==> src/rtl/bfifo_pkg.sv <==
package bfifo_pkg;

  // Watermark actually used: never reaches the full depth.
  function automatic int unsigned eff_level(input int unsigned lvl,
                                            input int unsigned depth_b);
    return (lvl >= depth_b) ? depth_b - 1 : lvl;
  endfunction

  // Occupancy in words at which backpressure is raised.
  function automatic int unsigned thresh_words(input int unsigned lvl,
                                               input int unsigned depth_b,
                                               input int unsigned blen);
    return eff_level(lvl, depth_b) * blen;
  endfunction

endpackage

==> src/rtl/bfifo_store.sv <==
module bfifo_store #(
  parameter int DATA_W = 32,
  parameter int WORDS  = 64,
  localparam int PTR_W = $clog2(WORDS),
  localparam int CNT_W = $clog2(WORDS + 1)
) (
  input  logic              clk,
  input  logic              rst_n,
  input  logic              wr_en,
  input  logic [DATA_W-1:0] wr_data,
  input  logic              rd_en,
  output logic [DATA_W-1:0] rd_data,
  output logic [CNT_W-1:0]  occ
);
  logic [DATA_W-1:0] mem [WORDS];
  logic [PTR_W-1:0]  wptr, rptr;

  function automatic logic [PTR_W-1:0] bump(input logic [PTR_W-1:0] p);
    return (p == PTR_W'(WORDS - 1)) ? '0 : p + 1'b1;
  endfunction

  always_ff @(posedge clk) begin
    if (wr_en) mem[wptr] <= wr_data;
  end

  always_ff @(posedge clk) begin
    if (!rst_n) begin
      wptr <= '0;
      rptr <= '0;
      occ  <= '0;
    end else begin
      if (wr_en) wptr <= bump(wptr);
      if (rd_en) rptr <= bump(rptr);
      case ({wr_en, rd_en})
        2'b10:   occ <= occ + 1'b1;
        2'b01:   occ <= occ - 1'b1;
        default: occ <= occ;
      endcase
    end
  end

  assign rd_data = mem[rptr];
endmodule

==> src/rtl/bfifo_drain.sv <==
module bfifo_drain #(
  parameter int BURST_LEN = 16,
  parameter int CNT_W     = 7,
  localparam int BEAT_W   = (BURST_LEN > 1) ? $clog2(BURST_LEN) : 1
) (
  input  logic             clk,
  input  logic             rst_n,
  input  logic [CNT_W-1:0] occ,
  input  logic             gnt,
  output logic             req,
  output logic             active,
  output logic             last
);
  logic [BEAT_W-1:0] beat;

  assign req    = !active && (occ >= CNT_W'(BURST_LEN));
  assign last   = active && (beat == BEAT_W'(BURST_LEN - 1));

  always_ff @(posedge clk) begin
    if (!rst_n) begin
      active <= 1'b0;
      beat   <= '0;
    end else if (active) begin
      beat <= beat + 1'b1;
      if (last) active <= 1'b0;
    end else if (req && gnt) begin
      active <= 1'b1;
      beat   <= '0;
    end
  end
endmodule

==> src/rtl/bfifo_drop.sv <==
module bfifo_drop #(
  parameter int DROP_W = 16
) (
  input  logic              clk,
  input  logic              rst_n,
  input  logic              drop_ev,
  output logic              overflow,
  output logic [DROP_W-1:0] drop_cnt
);
  always_ff @(posedge clk) begin
    if (!rst_n) begin
      overflow <= 1'b0;
      drop_cnt <= '0;
    end else if (drop_ev) begin
      overflow <= 1'b1;
      if (drop_cnt != '1) drop_cnt <= drop_cnt + 1'b1;
    end
  end
endmodule

==> src/rtl/burst_wm_fifo.sv <==
module burst_wm_fifo #(
  parameter int DATA_W       = 32,
  parameter int BURST_LEN    = 16,
  parameter int DEPTH_BURSTS = 4,
  parameter int DROP_W       = 16,
  localparam int WORDS       = DEPTH_BURSTS * BURST_LEN,
  localparam int CNT_W       = $clog2(WORDS + 1),
  localparam int LVL_W       = $clog2(DEPTH_BURSTS) + 1
) (
  input  logic              clk,
  input  logic              rst_n,
  input  logic [LVL_W-1:0]  wm_level,
  input  logic              in_valid,
  input  logic [DATA_W-1:0] in_data,
  output logic              almost_full,
  output logic              burst_req,
  input  logic              burst_gnt,
  output logic              out_valid,
  output logic [DATA_W-1:0] out_data,
  output logic              out_last,
  output logic              overflow,
  output logic [DROP_W-1:0] drop_cnt
);
  // Named internal events, brought out for the checker.
  logic [CNT_W-1:0] occ;
  logic [CNT_W-1:0] thresh;
  logic             full, wr_ev, drop_ev, rd_ev;

  assign thresh  = CNT_W'(bfifo_pkg::thresh_words(32'(wm_level), DEPTH_BURSTS, BURST_LEN));
  assign full    = (occ == CNT_W'(WORDS));
  assign wr_ev   = in_valid && !full;
  assign drop_ev = in_valid && full;
  assign rd_ev   = out_valid;

  assign almost_full = (occ >= thresh);

  bfifo_store #(.DATA_W(DATA_W), .WORDS(WORDS)) u_store (
    .clk(clk), .rst_n(rst_n),
    .wr_en(wr_ev), .wr_data(in_data),
    .rd_en(rd_ev), .rd_data(out_data),
    .occ(occ)
  );

  bfifo_drain #(.BURST_LEN(BURST_LEN), .CNT_W(CNT_W)) u_drain (
    .clk(clk), .rst_n(rst_n),
    .occ(occ), .gnt(burst_gnt),
    .req(burst_req), .active(out_valid), .last(out_last)
  );

  bfifo_drop #(.DROP_W(DROP_W)) u_drop (
    .clk(clk), .rst_n(rst_n),
    .drop_ev(drop_ev),
    .overflow(overflow), .drop_cnt(drop_cnt)
  );
endmodule

==> config.mk <==
export PLATFORM = sky130hd
export DESIGN_NAME = burst_wm_fifo
export DESIGN_NICKNAME = d
export VERILOG_FILES = /design/src/rtl/bfifo_pkg.sv /design/src/rtl/bfifo_store.sv /design/src/rtl/bfifo_drain.sv /design/src/rtl/bfifo_drop.sv /design/src/rtl/burst_wm_fifo.sv
export SDC_FILE = /design/constraint.sdc
export NUM_CORES = 2
export LEC_CHECK = 0
export BUFFER_PORTS_ARGS = -buffer_cell sky130_fd_sc_hd__buf_2
export CORE_MARGIN = 2
export CORE_UTILIZATION = 40
export CTS_BUF_LIST = sky130_fd_sc_hd__clkbuf_4
export DETAILED_ROUTE_END_ITERATION = 16
export SYNTH_ARGS = -nofsm -noshare
export SYNTH_HDL_FRONTEND = slang
export SYNTH_HIERARCHICAL = 1
export SYNTH_SLANG_ARGS = --single-unit
==> constraint.sdc <==
create_clock -name clk -period 7.9 [get_ports clk]
set_clock_uncertainty 0.2 [all_clocks]
set_input_delay 1.185 -clock clk [delete_from_list [all_inputs] [get_ports clk]]
set_output_delay 1.185 -clock clk [all_outputs]
set_load 0.02 [all_outputs]
Yosys cells after proc, flatten, opt, wreduce, memory -nomap -nowiden
Memories as Yosys holds them, arrays and structs flattened. A register that Yosys moved wholly into a read port is not among the register bits. Index checks and enable logic that the tools add are counted.

Multiplexer cells: 13. Magnitude comparators: 3. Reduce and logical (&&, ||, !) cells: 10. Equal/unequal tests: 7. $add $sub $neg: 6.

Operators with widths (number): 2-to-1 mux 6 bit (4); adder 16 x 1 -> 16 bit (second input constant) (1); inequality test 16 bit (second input constant) (1); case mux 7 bit (2 select lines) (1); adder 6 x 1 -> 6 bit (second input constant) (2); == test 6 bit (second input constant) (2); 2-to-1 mux 4 bit (2); adder 7 x 1 -> 7 bit (second input constant) (1); == test 7 bit (second input constant) (1); >= comparator 7 x 5 -> 1 bit (second input constant) (1); >= comparator 7 bit (1); subtractor 7 x 1 -> 7 bit (second input constant) (1); logical AND 1 bit (5); 2-to-1 mux 1 bit (5); adder 4 x 1 -> 4 bit (second input constant) (1); == test 4 bit (second input constant) (1); nonzero test 2 bit (2); >= comparator 3 bit (second input constant) (1); 2-to-1 mux 3 bit (1); == test 2 x 1 -> 1 bit (second input constant) (1); == test 2 bit (second input constant) (1); zero test 1 bit (2); AND reduction 2 bit (1).

Bits of input ports: 39. Output and inout port bits: 53. Memory bits (writable): 2048. Memories kept: 1. Flip-flop bits (word level): 41. Word-level logic and storage cells: 47.

Memories: u_store.mem (words 64, width 32, read ports 1, clocked after memory_dff 1, wr ports 1, RTL line bfifo_store.sv:15) `logic [DATA_W-1:0] mem [WORDS];`.

Longest topological paths before layout
Depth after elaboration: 5. Mapped depth: 12. Mapped depth without buffers: 11.

Cells and area by module
The synthesis kept the hierarchy.

By module, submodules not included: bfifo_store (times used 1, seq. area each 61999.5 um2, cells each 3498, area an instance 79308.6 um2); bfifo_drop (times used 1, seq. area each 340.3 um2, cells each 92, area an instance 795.8 um2); bfifo_drain (times used 1, seq. area each 100.1 um2, cells each 28, area an instance 269.0 um2); burst_wm_fifo (times used 1, seq. area each 0.0 um2, cells each 17, area an instance 111.4 um2).

Worst setup path after synthesis
No wires, ideal clock.

Path type: in2reg. From: input port in_valid. To: memory u_store.mem[41][0] (enable). Slack: 3.158 ns. Data arrival time: 4.081 ns. Data required time: 7.239 ns. Setup time: 0.461 ns. Path buffers: 1. Stages on the path: 5. Path through: inv_1 -> a31oi_1 -> clkbuf_1 -> nand3_1 -> nor3_1.

Word-level cells in the longest chain between the ends: 3.

RTL lines: from (decl) (RTL line burst_wm_fifo.sv:13) `input logic in_valid,`; logical AND 1 bit (RTL line burst_wm_fifo.sv:31) `assign wr_ev = in_valid && !full;`; via wr_ev (RTL line burst_wm_fifo.sv:27) `logic full, wr_ev, drop_ev, rd_ev;`; 2-to-1 mux 1 bit (RTL line bfifo_store.sv:23) `if (wr_en) mem[wptr] <= wr_data;`; 2-to-1 mux 1 bit (implied by the code) (RTL line bfifo_store.sv:23); to (decl) (RTL line bfifo_store.sv:15).

The timed path passes the listed nets, and every way through them passes these cells.

==> results.md <==
* Status: completed
* Grt total ovfl at 0
* Synthesis-stage register bit count at 2,095
* Area grow syn2layout at 12.88%
* Vias at 41,485
* ANT nets after route at 0
* Syn nets at 3,684
* First-pass iteration count of the detailed router at 5
* Max-Cap Viols at 0
* CTS Buf Count at 542
* Row count at 164
* Hold/Removal Path Class: in2reg
* H-tree levels at 6
* Slew at the pin closest to its max-slew limit at 1232 ps
* Num ports at 92
* CTS Sinks at 2,095
* Most used DFF post-synth: edfxtp_1
* CTS-repair resized insts at 0
* FFs w/ async S/R, synth at 0
* Worst Setup End Kind: primary output
* Mapped cell area at 80,480 um^2
* Hold_buf cts at 1
* Syn. warnings at 6
* Final period util at 0.8091
* DRC Markers at 0
* Synth unique cells at 73
* Share of cells above drive strength 1 at 0.3620
* Period minus WS final at 6392 ps
* Power Dens Cells at 234.1 nW/um^2
* Hold Crit Depth at 2
* Die area at 204,800 um^2
* Crit path kind: reg2out
* Clock buffer depth at 4
* Final TNS setup at 0 ps
* DRC marker count from the first detailed-route iteration at 4,869
* Most area-consuming cells after synthesis: edfxtp_1, mux4_2, dfxtp_1, mux2i_1, nor2_1
* Seq/Total Area, Yosys at 0.7758
* Port Buffer Count at 91
* RSZ-0062 raised after global routing: false
* Root Buffer: clkbuf_4
* Synth area leader: edfxtp_1
* DRT Wirelength at 214,000 um
* CP Data Required Time at 6510 ps
* Pin count of the biggest net entering global routing at 113
* All-Layer GR Usage at 0.2084
* First-pass GRT wire length at 302,800 um
* Wire length per cell at 29.82 um
* Initial core utilization at 0.4027
* Die height at 452.6 um
* Antenna violations before repair at 20
* Vias in the first global route at 42,413
* Final Net Count at 4,245
* Yosys top cell area share at 0.7641
* Pins Over Slew Limit at 0
* Post-synth EDFFs at 2,048
* Vias/cell at 5.781
* Post-CTS Setup Bufs at 0
* Core Area at 199,900 um^2
* TritonCTS clock tree: built
* CP Launch Type: flip-flop
* Critical-path maximum fanout at 35
* Die width at 452.6 um
* Lkg Pwr at 0.02783 uW
* Final hold vios at 0
* CTS clk-pin slew, worst paths at 60 ps
* Worst setup margin at 1508 ps
* Post-Place Worst Slack at 2723 ps
* Clk_lat worst skew at 1280 ps
* Synth Instances at 3,635
* Slew headroom at 0.1786
* Final HPWL DP at 115,200 um
* Max IR drop VDD at 0.0001346 V
* Worst Reg-to-Reg Cells at 8
* Fmax achieved at 156.5 MHz
* Syn_area_per_cell at 22.14 um^2
* CP arrival at 5010 ps
* Final setup violation count at 0
* Routability-driven placement congestion ratio at 0.7926
* Total power at 21,270 uW
-- power by group --
group          total, uW  internal [uW]  switching [uW]
Clock               8640           4490            4150
Sequential         12200          12200            13.8
Combinational        378           73.5             304
-- sequential cells by signal (all words and copies together) (netlist names), named ones only --
signal	count
u_store/mem	2048
u_drop/drop_cnt	16
u_store/occ	7
u_store/rptr	6
u_store/wptr	6
u_drain/beat	4
u_drain/active	1
u_drop/overflow	1
-- metrics by stage --
step | area [um^2] | hold WS, ps | std cells | utilization
6_report | 90850 | 147.1 | 7176 | 0.4546
5_1_grt | 90840 | 55.75 | 7173 | 0.4545
4_1_cts | 90820 | 8.146 | 7164 | 0.4544
3_5_place_dp | 84650 | 262.0 | 6307 | 0.4235
3_3_place_gp | 84650 | 254.9 | 6307 | 0.4235
2_1_floorplan | 80480 | 271.1 | 3635 | -
-- kinds of logic (layout without fill, tap and decap cells) --
| family | Yosys count | in the layout | synth area share |
|---|---|---|---|
| AO/OA/AOI/OAI | 359 | 359 | 0.03111 |
| flip-flops | 2095 | 2095 | 0.7758 |
| multiplexers | 606 | 606 | 0.1540 |
| AND/OR/NAND/NOR | 339 | 339 | 0.02044 |
| other | 1 | 13 | 0.00004659 |
| adder cells (fa/ha/maj) | 10 | 10 | 0.001555 |
| buffers and inverters | 212 | 1085 | 0.01561 |
| XOR/XNOR | 13 | 13 | 0.001415 |
-- layout by cell type (no fill, tap or decap), types with 6 or more instances in the layout --
master / n
mux2_2: 29
a22o_1: 28
clkbuf_4: 769
diode_2: 12
or3_1: 8
nand2b_1: 17
nand3_1: 31
nor2_4: 63
xor2_1: 11
o22ai_1: 73
mux4_2: 503
nor2b_1: 13
inv_2: 15
nand2_1: 56
inv_1: 13
a211oi_1: 9
a21oi_1: 78
nand4_1: 14
and3_1: 9
mux2i_1: 73
nor3_1: 23
buf_4: 111
a221oi_1: 47
buf_2: 91
ha_1: 10
or2_2: 7
nor2_1: 63
o21ai_0: 37
o31ai_1: 6
clkinv_1: 66
dfxtp_1: 42
a22oi_1: 15
buf_12: 12
o221ai_1: 26
edfxtp_1: 2048
-- critical path, cell delays in order (launching register included) --
cell	delay, ps
dfxtp_4	760
and2_2	970
buf_4	450
a22o_1	220
a221oi_1	60
a221oi_1	830
buf_2	300
-- cell usage after synthesis, drive strengths merged, types with 5 or more instances --
master and instances:
and2 5, a21o 5, or4 5, nand2b 17, a22o 28, buf 133
nor3 26, and3 9, mux2 30, a22oi 15, nand3 32, ha 10
or3 8, o221ai 26, a221oi 48, a31oi 5, mux2i 73, a21oi 79
nor2b 16, nor2 126, edfxtp 2048, or2 7, mux4 503, xor2 11
a211oi 10, nand4 14, o31ai 7, nand2 56, o21ai 40, o22ai 73
clkbuf 65, inv 14, dfxtp 47
-- layer usage --
| metal | GRT usage | share of wire | up-vias |
|---|---|---|---|
| li1 | - | - | 16924 |
| met1 | 0.2870 | 0.40 | 22057 |
| met2 | 0.3231 | 0.47 | 2134 |
| met3 | 0.05171 | 0.095 | 362 |
| met4 | 0.07526 | 0.029 | 8 |
| met5 | 0 | 0.00023 | - |
-- path summary, 6_finish.rpt --
kind,slack [ps],startpoint,endpoint
worst max-delay path,1510,flip-flop,out_data[15]
worst max register to register,3590,u_store/occ[4],u_store/mem[30][28]
worst min register to register,290,u_drop/overflow,u_drop/overflow
worst min-delay path,150,rst_n,u_drop/drop_cnt[4]
-- layout make-up --
class,instances,area [um^2]
antenna,12,30.03
clock buffer,769,5773
clock inverter,87,385.4
fill,16987,109000
inverter,14,52.55
multi-input combinational,1328,17290
sequential,2095,62460
tap,2656,3323
timing repair buffer,215,1539
Power figures use the tool's default switching activity.
